`src/rtl/fe_mem_pkg.sv`:
```
package fe_mem_pkg;
   typedef enum logic {
      ACC_PLAIN = 1'b0,
      ACC_SYNC  = 1'b1
   } acc_mode_e;

   typedef struct packed {
      logic ok;
      logic retry;
   } resp_t;
endpackage

```
`src/rtl/fe_tag_array.sv`:
```
module fe_tag_array #(
   parameter int DEPTH  = 16,
   parameter int ADDR_W = $clog2(DEPTH)
) (
   input  logic              clk,
   input  logic              rst_n,
   input  logic              set_en,
   input  logic [ADDR_W-1:0] set_idx,
   input  logic              clr_en,
   input  logic [ADDR_W-1:0] clr_idx,
   output logic [DEPTH-1:0]  tags
);
   logic [DEPTH-1:0] tags_q;

   always_ff @(posedge clk or negedge rst_n) begin
      if (!rst_n) begin
         tags_q <= '0;
      end else begin
         for (int i = 0; i < DEPTH; i++) begin
            if (set_en && (set_idx == ADDR_W'(i)))
               tags_q[i] <= 1'b1;
            else if (clr_en && (clr_idx == ADDR_W'(i)))
               tags_q[i] <= 1'b0;
         end
      end
   end

   assign tags = tags_q;

   // after reset is released every tag reads empty
   p_reset_empty_r1: assert property (@(posedge clk)
      $rose(rst_n) |-> (tags_q == '0));

   // a fill request marks its word full
   p_set_fills_r2: assert property (@(posedge clk) disable iff (!rst_n)
      set_en |=> tags_q[$past(set_idx)]);

   // a drain request marks its word empty
   p_clr_empties_r4: assert property (@(posedge clk) disable iff (!rst_n)
      clr_en |=> !tags_q[$past(clr_idx)]);

   // fill and drain never aim at one word together
   p_no_fill_drain_same_r6: assert property (@(posedge clk) disable iff (!rst_n)
      (set_en && clr_en) |-> (set_idx != clr_idx));
endmodule

```
`src/rtl/fe_data_array.sv`:
```
module fe_data_array #(
   parameter int DEPTH      = 16,
   parameter int DATA_W     = 16,
   parameter bit RESET_DATA = 1'b1,
   parameter int ADDR_W     = $clog2(DEPTH)
) (
   input  logic              clk,
   input  logic              rst_n,
   input  logic              we,
   input  logic [ADDR_W-1:0] waddr,
   input  logic [DATA_W-1:0] wdata,
   input  logic [ADDR_W-1:0] raddr,
   output logic [DATA_W-1:0] rdata
);
   logic [DATA_W-1:0] mem [DEPTH];

   generate
      if (RESET_DATA) begin : g_clear
         always_ff @(posedge clk or negedge rst_n) begin
            if (!rst_n) begin
               for (int i = 0; i < DEPTH; i++) mem[i] <= '0;
            end else if (we) begin
               mem[waddr] <= wdata;
            end
         end
      end else begin : g_noclear
         always_ff @(posedge clk) begin
            if (we) mem[waddr] <= wdata;
         end
      end
   endgenerate

   assign rdata = mem[raddr];

   // an accepted store is visible at the next edge
   p_store_lands_r2: assert property (@(posedge clk) disable iff (!rst_n)
      we |=> (mem[$past(waddr)] == $past(wdata)));
endmodule

```
`src/rtl/fe_sync_gate.sv`:
```
module fe_sync_gate
   import fe_mem_pkg::*;
#(
   parameter int DEPTH  = 16,
   parameter int ADDR_W = $clog2(DEPTH)
) (
   input  logic [DEPTH-1:0]  tags,
   input  logic              wr_req,
   input  logic              wr_mode,
   input  logic [ADDR_W-1:0] wr_addr,
   input  logic              rd_req,
   input  logic              rd_mode,
   input  logic [ADDR_W-1:0] rd_addr,
   output resp_t             wr_resp,
   output resp_t             rd_resp,
   output logic              mem_we,
   output logic              tag_set,
   output logic              tag_clr
);
   logic wr_full, rd_full, wr_sync, rd_sync;

   always_comb begin
      wr_full = tags[wr_addr];
      rd_full = tags[rd_addr];
      wr_sync = wr_req && (acc_mode_e'(wr_mode) == ACC_SYNC);
      rd_sync = rd_req && (acc_mode_e'(rd_mode) == ACC_SYNC);

      wr_resp.retry = wr_sync && wr_full;
      wr_resp.ok    = wr_req && !wr_resp.retry;
      rd_resp.retry = rd_sync && !rd_full;
      rd_resp.ok    = rd_req && !rd_resp.retry;

      mem_we  = wr_resp.ok;
      tag_set = wr_sync && !wr_full;
      tag_clr = rd_sync && rd_full;
   end
endmodule

```
`src/rtl/fe_word_mem.sv`:
```
module fe_word_mem
   import fe_mem_pkg::*;
#(
   parameter int DEPTH      = 16,
   parameter int DATA_W     = 16,
   parameter bit RESET_DATA = 1'b1,
   localparam int ADDR_W    = $clog2(DEPTH)
) (
   input  logic              clk,
   input  logic              rst_n,
   input  logic              wr_req,
   input  logic              wr_mode,
   input  logic [ADDR_W-1:0] wr_addr,
   input  logic [DATA_W-1:0] wr_data,
   output logic              wr_ok,
   output logic              wr_retry,
   input  logic              rd_req,
   input  logic              rd_mode,
   input  logic [ADDR_W-1:0] rd_addr,
   output logic [DATA_W-1:0] rd_data,
   output logic              rd_ok,
   output logic              rd_retry
);
   generate
      if (DEPTH < 2 || (1 << ADDR_W) != DEPTH) begin : g_bad_depth
         $error("fe_word_mem: DEPTH must be a power of two of at least 2");
      end
      if (DATA_W < 1) begin : g_bad_width
         $error("fe_word_mem: DATA_W must be at least 1");
      end
   endgenerate

   logic [DEPTH-1:0] tags;
   resp_t            wr_resp, rd_resp;
   logic             mem_we, tag_set, tag_clr;

   fe_sync_gate #(.DEPTH(DEPTH), .ADDR_W(ADDR_W)) u_gate (
      .tags    (tags),
      .wr_req  (wr_req),
      .wr_mode (wr_mode),
      .wr_addr (wr_addr),
      .rd_req  (rd_req),
      .rd_mode (rd_mode),
      .rd_addr (rd_addr),
      .wr_resp (wr_resp),
      .rd_resp (rd_resp),
      .mem_we  (mem_we),
      .tag_set (tag_set),
      .tag_clr (tag_clr)
   );

   fe_tag_array #(.DEPTH(DEPTH), .ADDR_W(ADDR_W)) u_tags (
      .clk     (clk),
      .rst_n   (rst_n),
      .set_en  (tag_set),
      .set_idx (wr_addr),
      .clr_en  (tag_clr),
      .clr_idx (rd_addr),
      .tags    (tags)
   );

   fe_data_array #(.DEPTH(DEPTH), .DATA_W(DATA_W), .RESET_DATA(RESET_DATA),
                   .ADDR_W(ADDR_W)) u_data (
      .clk   (clk),
      .rst_n (rst_n),
      .we    (mem_we),
      .waddr (wr_addr),
      .wdata (wr_data),
      .raddr (rd_addr),
      .rdata (rd_data)
   );

   assign wr_ok    = wr_resp.ok;
   assign wr_retry = wr_resp.retry;
   assign rd_ok    = rd_resp.ok;
   assign rd_retry = rd_resp.retry;

   logic wr_sync_c, rd_sync_c, same_word;
   assign wr_sync_c = wr_req && wr_mode;
   assign rd_sync_c = rd_req && rd_mode;
   assign same_word = (wr_addr == rd_addr);

   // exactly one response while requesting, none while idle
   p_wr_resp_one_r9: assert property (@(posedge clk) disable iff (!rst_n)
      wr_req |-> ($countones({wr_ok, wr_retry}) == 1));
   p_rd_resp_one_r9: assert property (@(posedge clk) disable iff (!rst_n)
      rd_req |-> ($countones({rd_ok, rd_retry}) == 1));
   p_idle_quiet_r9: assert property (@(posedge clk) disable iff (!rst_n)
      (!wr_req && !rd_req) |-> !(wr_ok || wr_retry || rd_ok || rd_retry));

   // colliding synchronized accesses never both succeed
   p_collide_one_r6: assert property (@(posedge clk) disable iff (!rst_n)
      (wr_sync_c && rd_sync_c && same_word) |-> (wr_ok != rd_ok));

   // a refused store keeps the word full
   p_wr_refuse_keeps_r3: assert property (@(posedge clk) disable iff (!rst_n)
      (wr_sync_c && wr_retry && !(rd_sync_c && same_word))
      |=> tags[$past(wr_addr)]);

   // a refused fetch keeps the word empty
   p_rd_refuse_keeps_r5: assert property (@(posedge clk) disable iff (!rst_n)
      (rd_sync_c && rd_retry && !(wr_sync_c && same_word))
      |=> !tags[$past(rd_addr)]);

   // a plain store leaves the tag where it was
   p_plain_wr_tag_r7: assert property (@(posedge clk) disable iff (!rst_n)
      (wr_req && !wr_mode && !(rd_sync_c && same_word))
      |=> (tags[$past(wr_addr)] == $past(tags[wr_addr])));

   // a plain fetch is always accepted
   p_plain_rd_ok_r8: assert property (@(posedge clk) disable iff (!rst_n)
      (rd_req && !rd_mode) |-> rd_ok);
endmodule

```
`config.mk`:
```
export PLATFORM = sky130hd
export DESIGN_NAME = fe_word_mem
export DESIGN_NICKNAME = d
export VERILOG_FILES = /design/src/rtl/fe_mem_pkg.sv /design/src/rtl/fe_tag_array.sv /design/src/rtl/fe_data_array.sv /design/src/rtl/fe_sync_gate.sv /design/src/rtl/fe_word_mem.sv
export SDC_FILE = /design/constraint.sdc
export NUM_CORES = 1
export LEC_CHECK = 0
export BUFFER_PORTS_ARGS = -buffer_cell sky130_fd_sc_hd__buf_2
export CORE_ASPECT_RATIO = 0.9
export CORE_MARGIN = 2
export CORE_UTILIZATION = 35
export DETAILED_ROUTE_END_ITERATION = 8
export GPL_ROUTABILITY_DRIVEN = 1
export PLACE_DENSITY = 0.47
export SLEW_MARGIN = 20
export SYNTH_ARGS = -nofsm -noshare
export SYNTH_HDL_FRONTEND = slang
export SYNTH_SLANG_ARGS = --single-unit
export TNS_END_PERCENT = 1
```
`constraint.sdc`:
```
create_clock -name clk -period 1.8 [get_ports clk]
set_input_delay 0.18 -clock clk [delete_from_list [all_inputs] [get_ports clk]]
set_output_delay 0.18 -clock clk [all_outputs]
set_load 0.05 [all_outputs]
```
==> metrics.txt, run 1 <==
FILL cells 3240; fin nets 919; Reg2Reg Depth 4; Critical-path top delay cell mux4_2; Worst-Margin Slew 0.5051 ns; Final Max Slew Viols 0; crit path DAT 2.27 ns; Worst-Skew Late Latency 0.56 ns; std cell rows 66; Net Sw Frac 26.79%; crit-path max FO 2; synthesis-to-layout area growth 20.92%; GR Overflow Total 0; first-pass GRT wire length 52700 µm; final setup fails 20; fin crit share 136.3%; worst hold path depth 2; DPL Wire Length 22570 µm; Die ar. 37640 µm²; Post-Route Setup TNS -9.653 ns; worst hold path startpoint wr_data[11]; Die Wd 204.3 µm; Mean Syn Cell Area 16.04 µm²; Mapped Cells 788; synth warn 0; CP Capture Type output port; antenna violations before repair 0; r2r setup slk 0.08 ns; max incr delay on CP 0.47 ns; Vias per Instance 5.386; reg2reg start u_tags.tags[3]; Post-CTS Setup Inserts 0; DR DRC count 0; CP Launch Type register; achievable clock frequency 0.4076 GHz; Core Footprint 35840 µm²; CTS tree done; Reg clk slew, reported paths 0.06 ns; Final Hold Vio Count 0; CTS root buffer clkbuf_16; maximum vdd drop 0.0006004 V; DP Cell Count 1330; CTS sink count 272; Hold EP u_data.mem[91]; Seq cells post-synth 272; Power Internal 13.88 mW; # IOs 50; WP buf/inv 2; Worst Skew 0.02183 ns; syn nets 818; H-tree depth 1; Netlist cell types 30; Vias 7481; Critical Path Stages 6; Sw Pwr 5.079 mW; PnR worst setup slack -0.6534 ns; Worst EP required 1.62 ns; TritonCTS buffer count 31; status finished, violations left; register area share after synthesis 53.86%; vias in the first global route 8128; combinational cell fraction of total power 21.8%; post-DR wirelength/cell 24.51 µm; Worst slew margin 66.32%; most numerous cell on the critical path mux2i_2; failing checks negative setup slack; Leakage 6.604 nW; Routed Antenna Nets 0; RSZ-0062 raised after global routing true; clock tree buffer depth 3; Sequential Power Share 43.8%; Starting DRT DRC Count 427; crit path cell chain buf_4, mux4_2, mux2i_2, mux2i_2, o21a_1, buf_6; HP Class primary input to register; GRT Util Overall 18.76%; dpl ws -0.2798 ns; Chip Height 184.3 µm; post-synthesis cell area 12640 µm²; Max-Cap Viols 0; I/O Buffers 49; Clock power frac 34.4%; delay-heaviest family, CP multiplexers; pwr/cell area 1241 nW/µm²; R2R Path End u_data.mem[203]; Post-Layout Cell Count 1389; gp weighted congestion 0.8625; crit path kind register to output port; minimum clock period 2.453 ns; largest net degree at the start of global routing 65; drt first pass iters 5; Post-Route WL 34050 µm; starting density of the core 35.26%; share of cells above drive strength 1 51.43%
## final cells by class
type	count	area [µm²]	share of cell area, %
clock inverter	15	190.2	1.245
tap	476	595.6	3.897
antenna	1	2.502	0.01638
timing repair buffer	139	1329	8.696
inverter	2	7.507	0.04913
clock buffer	41	873.3	5.715
multi-input combinational	443	5477	35.84
sequential	272	6807	44.54
## power groups by stage
stage / sequential (mW) / clock [mW] / combinational (mW)
after floorplan: 8.11 / 0 / 2.88
after global placement: 8.32 / 0 / 3.85
after detailed placement: 8.39 / 0 / 3.97
after CTS: 8.29 / 6.71 / 4.18
after global routing: 8.46 / 6.99 / 4.44
final: 8.30 / 6.53 / 4.13
## registers in the layout, summed over array words and instances, names as in the netlist
signal / count
u_data.mem: 256
u_tags.tags: 16
## cell families (layout without fill, tap and decap cells)
family                 Yosys count  in the layout  synth area share (%)
multiplexers                   354            354                 39.10
flip-flops                     272            272                 53.86
buffers and inverters           73            197                 2.980
AO/OA/AOI/OAI                   47             47                 2.218
AND/OR/NAND/NOR                 42             42                 1.842
other                            0              1                     0
## cell usage after synthesis, drive strengths merged
library cell | count | area share (%)
mux2 | 257 | 23
a2111o | 1 | 0.089
nor2 | 3 | 0.089
inv | 2 | 0.059
mux2i | 11 | 0.87
buf | 42 | 2.1
nor3b | 1 | 0.099
o21a | 2 | 0.12
a21oi | 3 | 0.12
nor2b | 1 | 0.069
clkbuf | 29 | 0.86
a211o | 9 | 0.62
or3 | 2 | 0.099
or2 | 1 | 0.050
nand4 | 5 | 0.25
nand4b | 2 | 0.14
nand2b | 6 | 0.30
mux4 | 86 | 15
nor3 | 1 | 0.040
nand2 | 14 | 0.42
o21ai | 32 | 1.3
and2b | 1 | 0.059
nand3 | 5 | 0.24
dfrtp | 272 | 54
## metrics by stage
stage          instance area [µm²]  hold WS [ns]  util [%]  total power, mW
4_1_cts                      15270       0.01916     42.61            19.18
2_1_floorplan                12680       -0.1156         -            10.99
3_5_place_dp                 14060        0.1621     39.23            12.36
3_3_place_gp                 14060        0.1460     39.23            12.18
5_1_grt                      15280       0.05240     42.63            19.89
6_report                     15280       0.05338     42.64            18.96
## placed cells by master, fill, tap and decap left out, drive strengths merged, types with 6 or more instances in the layout
cell,instances
a211o,9
buf,137
clkbuf,41
clkinv,7
dfrtp,272
mux2,257
mux2i,11
mux4,86
nand2,14
nand2b,6
o21ai,32
## how the worst max path moves through the flow
stage,startpoint,to,slack [ns]
5_1_grt,u_tags.tags[13],rd_ok,-0.71
4_1_cts,u_tags.tags[13],rd_ok,-0.66
3_5_place_dp,wr_addr[1],u_data.mem[204],-0.28
3_3_place_gp,wr_addr[1],u_data.mem[204],-0.32
6_report,u_tags.tags[13],rd_ok,-0.65
2_1_floorplan,rd_addr[0],rd_data[0],-0.04
## repair_timing
item	4_1_cts	5_1_grt
setup endpoints to repair	20	20
resized for setup	41	2
pin swaps	2	0
hold buffers	2	0
hold endpoints to repair	100	0
## per-layer routing
| layer | vias to the layer above | GRT usage (%) | share of wire, % | wire length [µm] |
|---|---|---|---|---|
| met3 | 35 | 2.953 | 5.0 | 1697 |
| met2 | 165 | 30.22 | 48 | 16180 |
| met1 | 4097 | 26.93 | 46 | 15610 |
| li1 | 3184 | - | - | - |
| met4 | 0 | 3.826 | 1.6 | 558 |
| met5 | - | 0 | 0 | 0 |
Note: power is estimated with default switching activity, not from simulation.
==> run 2, diff against run 1 <==
--- a/config.mk
+++ b/config.mk
@@ -16,4 +16,5 @@
 export SYNTH_ARGS = -nofsm -noshare
 export SYNTH_HDL_FRONTEND = slang
+export SYNTH_HIERARCHICAL = 1
 export SYNTH_SLANG_ARGS = --single-unit
 export TNS_END_PERCENT = 1
==> constraint.sdc (replaced) <==
create_clock -name clk -period 1.8 [get_ports clk]
set_input_delay 0.09 -clock clk [delete_from_list [all_inputs] [get_ports clk]]
set_output_delay 0.09 -clock clk [all_outputs]
set_load 0.05 [all_outputs]
==> run 2 against run 1 <==
Compared with the run above: combinational power increased by 17%; fmax decreased by 4.6%; sequential share of layout area decreased by 2.7 points; critical path depth increased by 3; clock-buffer cell count unchanged; total power increased by 3.4%; the run still ends with negative setup slack left; clock power decreased by 4.9%; non-clock buffer count increased by 7; largest cell class unchanged; synthesized area increased by 0.57%; first-iteration DRC count decreased by 14%; synthesized cell count increased by 4.6%; utilization increased by 2.5 points.
==> metrics.txt, run 2 <==
Final Max Slew Viols 0 (unchanged); failing checks negative setup slack (unchanged); clock tree buffer depth 3 (unchanged); max incr delay on CP 0.38 ns (was 0.47 ns); syn nets 854 (was 818); crit path kind register to register (was register to output port); Max-Cap Viols 0 (unchanged); final setup fails 292 (was 20); Clock power frac 31.7% (was 34.4%); Worst slew margin 64.94% (was 66.32%); Top reg by flops u_data/mem (was u_data.mem); reg2reg start u_tags/tags[0] (was u_tags.tags[3]); post-synthesis cell area 12710 µm² (was 12640 µm²); DPL Wire Length 22400 µm (was 22570 µm); n_diodes 0 (was 1); Die ar. 37860 µm² (was 37640 µm²); combinational cell fraction of total power 24.6% (was 21.8%); CP Launch Type register (unchanged); max FFs per register 256 (unchanged); Worst Setup SP u_tags/tags[0] (was u_tags.tags[13]); fin nets 970 (was 919); final instance area 16260 µm² (was 15280 µm²); starting density of the core 35.30% (was 35.26%); commonest non-fill, non-tap cell in the layout dfrtp_1 (unchanged); achievable clock frequency 0.3889 GHz (was 0.4076 GHz); pwr/cell area 1205 nW/µm² (was 1241 nW/µm²); Cell Area, Placed 14230 µm² (was 14060 µm²); top cells by count, synth dfrtp_1, mux2_2, mux4_2 (unchanged); synth warn 6 (was 0); CTS sink count 272 (unchanged); drt first pass iters 5 (unchanged); GRT Util Overall 19.20% (was 18.76%); worst hold path depth 2 (unchanged); Reg area 6808 µm² (was 6807 µm²); fin crit share 142.9% (was 136.3%); Worst Skew 0.02559 ns (was 0.02183 ns); Final Hold Vio Count 0 (unchanged); Worst-Margin Slew 0.5126 ns (was 0.5051 ns); std cell rows 66 (unchanged); commonest non-fill, non-tap cells in the layout dfrtp_1, mux2_4, mux2_2 (was dfrtp_1, mux2_2, mux4_2); Synth top area share 53.55% (was 53.86%); Netlist cell types 45 (was 30); CP Capture Type register (was output port); crit-path max FO 10 (was 2); count leader, synth dfrtp_1 (unchanged); Critical-path top delay cell dfrtp_1 (was mux4_2); post-DR wirelength/cell 24.49 µm (was 24.51 µm); Top FF cell, synth dfrtp_1 (unchanged); worst hold slack 0.02975 ns (was 0.05338 ns); crit path cell chain mux2_4, o32ai_4, nor4b_2, nor3b_2, buf_4, nand3b_1, nor2_2, buf_6, mux2_2 (was buf_4, mux4_2, mux2i_2, mux2i_2, o21a_1, buf_6); Seq cells post-synth 272 (unchanged); Worst EP required 2.24 ns (was 1.62 ns); gp weighted congestion 0.8177 (was 0.8625); Hold EP u_data/mem[57] (was u_data.mem[91]); # IOs 50 (unchanged); r2r setup slk -0.77 ns (was 0.08 ns); area of the multi-input gates 6299 µm² (was 5477 µm²); largest net degree at the start of global routing 78 (was 65); synthesis-to-layout area growth 27.91% (was 20.92%); vias in the first global route 8557 (was 8128); register area share after synthesis 53.55% (was 53.86%); I/O Buffers 49 (unchanged); Core Footprint 36000 µm² (was 35840 µm²); Mapped Cells 824 (was 788); Vias 7736 (was 7481); Starting DRT DRC Count 369 (was 427); Reg clk slew, reported paths 0.06 ns (about the same); R2R Path End u_data/mem[103] (was u_data.mem[203]); dpl ws -0.7980 ns (was -0.2798 ns); maximum vdd drop 0.0008289 V (was 0.0006004 V); crit path DAT 3.01 ns (was 2.27 ns); EDFF count, synth 0 (unchanged); Power Internal 14.34 mW (was 13.88 mW); worst hold path startpoint wr_data[9] (was wr_data[11]); GR Overflow Total 0 (unchanged); Vias per Instance 5.391 (was 5.386); DR DRC count 0 (unchanged); H-tree depth 1 (unchanged); Net Sw Frac 26.82% (was 26.79%); antenna violations before repair 1 (was 0); Routed Antenna Nets 0 (unchanged); share of cells above drive strength 1 59.44% (was 51.43%); minimum clock period 2.571 ns (was 2.453 ns); Worst-Skew Late Latency 0.57 ns (was 0.56 ns); Die Wd 204.9 µm (was 204.3 µm); status finished, violations left (unchanged); Chip Height 184.8 µm (was 184.3 µm); Post-synth ARST share 100.0% (unchanged); Post-Route WL 35140 µm (was 34050 µm); area leader, netlist dfrtp_1 (unchanged); Mean Syn Cell Area 15.42 µm² (was 16.04 µm²); Leakage 6.987 nW (was 6.604 nW); Reg2Reg Depth 9 (was 4); RSZ-0062 raised after global routing true (unchanged); FILL cells 3225 (was 3240); PnR worst setup slack -0.7713 ns (was -0.6534 ns); first-pass GRT wire length 54510 µm (was 52700 µm); synth top area cells dfrtp_1, mux2_2, mux4_2 (unchanged); CTS root buffer clkbuf_16 (unchanged); CTS tree done (unchanged); Sw Pwr 5.256 mW (was 5.079 mW); HP Class primary input to register (unchanged); Sequential Power Share 43.7% (was 43.8%); TritonCTS buffer count 30 (was 31)
[run 2: final cells by class]
| cell class | instances | area share [%] |
|---|---|---|
| flip-flops and latches | 272 | 41.88 |
| clock inverters | 10 | 0.8697 |
| well taps | 476 | 3.664 |
| multi-input cells | 489 | 38.74 |
| inverters | 1 | 0.02309 |
| clock buffers | 41 | 5.303 |
| repair buffers | 146 | 9.521 |
[run 2: power groups by stage]
stage | sequential, mW | combinational [mW] | clock, mW
2_1_floorplan | 8.27 | 3.01 | 0
3_3_place_gp | 8.49 | 3.95 | 0
3_5_place_dp | 8.62 | 4.07 | 0
4_1_cts | 8.55 | 4.71 | 6.41
5_1_grt | 8.75 | 5.15 | 6.67
6_report | 8.57 | 4.82 | 6.21
[run 2: worst max path at each step]
stage | endpoint | slack, ns | cells after the start
floorplan | u_data/mem[240] | -0.78 | 9
global placement | u_data/mem[216] | -0.77 | 9
detailed placement | u_data/mem[223] | -0.80 | 9
CTS | u_data/mem[42] | -0.76 | 9
global route | u_data/mem[103] | -0.86 | 9
finish | u_data/mem[103] | -0.77 | 9
[run 2: logic make-up (layout without fill, tap and decap cells)]
| group | after synthesis | count (layout) | synth area share [%] |
|---|---|---|---|
| AOI/OAI and AO/OA | 70 | 70 | 3.731 |
| buffers and inverters | 63 | 198 | 2.609 |
| and+or+nand+nor | 86 | 86 | 4.056 |
| muxes | 333 | 333 | 36.05 |
| DFF | 272 | 272 | 53.55 |
[run 2: repair_timing]
action,in CTS,in global routing
cloned,1,0
hold buffers,13,0
hold endpoints to repair,343,0
buffers inserted,1,0
gates resized for setup,195,55
endpoints found under the setup margin,292,292
pin swaps,33,12
[run 2: metrics by stage]
stage          total power [mW]  util (%)  TNS [ns]  instances
3_5_place_dp              12.69     39.52   -187.49       1369
3_3_place_gp              12.44     39.52   -184.60       1369
5_1_grt                   20.57     45.15   -206.46       1435
2_1_floorplan             11.27         -   -159.46        824
4_1_cts                   19.67     44.61   -177.54       1435
6_report                  19.60     45.15   -176.27       1435
[run 2: layer usage]
metal / track usage [%] / routed length, µm / up-vias
met4: 4.835 / 835 / 2
met2: 32.54 / 17290 / 146
met1: 25.62 / 15710 / 4189
met5: 0 / 14 / -
met3: 3.325 / 1284 / 62
li1: - / - / 3337
[run 2: critical path: cells and delay by family, from the launching register on]
| kind | cells | cell delay, ns |
|---|---|---|
| compound gates | 1 | 0.25 |
| buf+inv | 2 | 0.45 |
| flops | 1 | 0.38 |
| mux | 2 | 0.65 |
| simple gates | 4 | 0.70 |
==> run 3, diff against run 2 <==
- MAX_ROUTING_LAYER: not set -> met4
- clock period: 1.8 -> 2.4 ns (I/O delays scaled with it)
==> run 3 against run 2 <==
Compared with the run above: the flow still finishes with violations (negative setup slack); fmax is 4.6% higher; die area stayed put; cell count is 2.4% lower; utilization is 3.4 points lower; largest cell class unchanged; final area is 7.6% lower.
==> metrics.txt, run 3 (synthesized netlist as in run 2, its figures left out) <==
minimum clock period 2.458 ns (was 2.571 ns); Routed Antenna Nets 0 (unchanged); Die ar. 37860 µm² (unchanged); post-DR wirelength/cell 23.66 µm (was 24.49 µm); Worst Skew 0.02896 ns (was 0.02559 ns); achievable clock frequency 0.4068 GHz (was 0.3889 GHz); starting density of the core 35.30% (unchanged); Worst EP required 2.85 ns (was 2.24 ns); Top reg by flops u_data/mem (unchanged); fin crit share 102.4% (was 142.9%); antenna violations before repair 1 (unchanged); WP buf/inv 2 (unchanged); dpl ws -0.1399 ns (was -0.7980 ns); Starting DRT DRC Count 484 (was 369); TritonCTS buffer count 31 (was 30); CTS root buffer clkbuf_16 (unchanged); # IOs 50 (unchanged); Max-Cap Viols 0 (unchanged); FILL cells 3303 (was 3225); final instance area 15030 µm² (was 16260 µm²); commonest non-fill, non-tap cells in the layout dfrtp_1, mux2_2, mux4_2 (was dfrtp_1, mux2_4, mux2_2); max incr delay on CP 0.38 ns (about the same); Worst-Margin Slew 0.6109 ns (was 0.5126 ns); Post-Route WL 33140 µm (was 35140 µm); drt first pass iters 5 (unchanged); crit path kind register to register (unchanged); vias in the first global route 8356 (was 8557); Post-CTS Setup Inserts 0 (was 1); H-tree depth 1 (unchanged); crit path DAT 2.91 ns (was 3.01 ns); first-pass GRT wire length 51480 µm (was 54510 µm); Post-Layout Cell Count 1401 (was 1435); DPL Wire Length 21190 µm (was 22400 µm); Final Hold Vio Count 0 (unchanged); final setup fails 119 (was 292); CP Launch Type register (unchanged); Vias 7545 (was 7736); Leakage 6.392 nW (was 6.987 nW); Cell Area, Placed 13910 µm² (was 14230 µm²); HP Class primary input to register (unchanged); delay-heaviest family, CP simple AND/OR/NAND/NOR gates (unchanged); maximum vdd drop 0.0006608 V (was 0.0008289 V); crit-path max FO 9 (was 10); Die Wd 204.9 µm (unchanged); reg2reg start u_tags/tags[4] (was u_tags/tags[0]); Chip Height 184.8 µm (unchanged); worst hold slack 0.01300 ns (was 0.02975 ns); CTS sink count 272 (unchanged); Reg clk slew, reported paths 0.06 ns (about the same); CTS tree done (unchanged); share of cells above drive strength 1 54.44% (was 59.44%); GRT Util Overall 18.72% (was 19.20%); Vias per Instance 5.385 (was 5.391); Reg area 6807 µm² (was 6808 µm²); Worst slew margin 59.27% (was 64.94%); pwr/cell area 924.0 nW/µm² (was 1205 nW/µm²); Core Footprint 36000 µm² (unchanged); PnR worst setup slack -0.05811 ns (was -0.7713 ns); synthesis-to-layout area growth 18.23% (was 27.91%); failing checks negative setup slack (unchanged); crit path cell chain mux2_4, o32ai_4, nor4b_1, nor3b_2, buf_4, nand2_2, nor4_4, buf_6, mux2_2 (was mux2_4, o32ai_4, nor4b_2, nor3b_2, buf_4, nand3b_1, nor2_2, buf_6, mux2_2); Final Max Slew Viols 0 (unchanged); Critical-path top delay cell dfrtp_1 (unchanged); max FFs per register 256 (unchanged); Final Total Pwr 13.88 mW (was 19.60 mW); worst hold path startpoint wr_data[5] (was wr_data[9]); commonest non-fill, non-tap cell in the layout dfrtp_1 (unchanged); status finished, violations left (unchanged); GR Overflow Total 0 (unchanged); gp weighted congestion 0.7973 (was 0.8177); area of the multi-input gates 5657 µm² (was 6299 µm²); fin nets 933 (was 970); DR DRC count 0 (unchanged); CP Capture Type register (unchanged); clock tree buffer depth 3 (unchanged); largest net degree at the start of global routing 74 (was 78); Worst-Skew Late Latency 0.58 ns (was 0.57 ns); RSZ-0062 raised after global routing true (unchanged); I/O Buffers 49 (unchanged); std cell rows 66 (unchanged); Worst Setup SP u_tags/tags[4] (was u_tags/tags[0]); DP Cell Count 1341 (was 1369)
## run 3: worst paths after layout
| check | to | slack (ns) | depth (start not counted) |
|---|---|---|---|
| setup / recovery | u_data/mem[222] | -0.06 | 9 |
| hold / removal | u_data/mem[229] | 0.01 | 2 |
| setup reg to reg | u_data/mem[222] | -0.06 | 9 |
| hold reg to reg | u_data/mem[21] | 0.50 | 1 |
| max in group asynchronous | u_data/mem[59] | 1.44 | 3 |
| min in group asynchronous | u_data/mem[20] | 0.11 | 2 |
## run 3: timing repair
action | in CTS | in global routing
hold endpoints to repair | 123 | 0
resized for setup | 17 | 9
hold buffers | 5 | 0
pin swaps | 1 | 0
setup endpoints to repair | 239 | 263
## run 3: per-stage QoR
| step | setup TNS, ns | utilization [%] |
|---|---|---|
| 3_3_place_gp | -15.64 | 38.62 |
| 4_1_cts | -7.311 | 41.65 |
| 2_1_floorplan | -15.66 | - |
| 6_report | -2.539 | 41.74 |
| 3_5_place_dp | -15.03 | 38.62 |
| 5_1_grt | -45.90 | 41.74 |
## run 3: area by class of cell
class,count,area share [%]
antenna,1,0.01665
clock buffer,47,6.028
clock inverter,7,0.5412
inverter,1,0.02498
multi-input combinational,489,37.64
sequential,272,45.30
tap,476,3.963
timing repair buffer,108,6.486
## run 3: layer usage
layer	share of wire, %	wire length [µm]	GRT usage [%]	up-vias
li1	-	-	-	3258
met1	44	14700	24.50	4060
met2	49	16090	30.16	169
met3	3.8	1271	2.657	58
met4	3.3	1079	6.158	0
met5	0	0	-	-
## run 3: where the power goes
group | leakage (nW) | internal (mW) | total [mW] | switching [mW]
sequential | 3.35 | 5.76 | 6.36 | 0.599
combinational | 2.56 | 1.67 | 2.95 | 1.29
clock | 0.483 | 2.69 | 4.57 | 1.87
total | 6.39 | 10.1 | 13.9 | 3.76
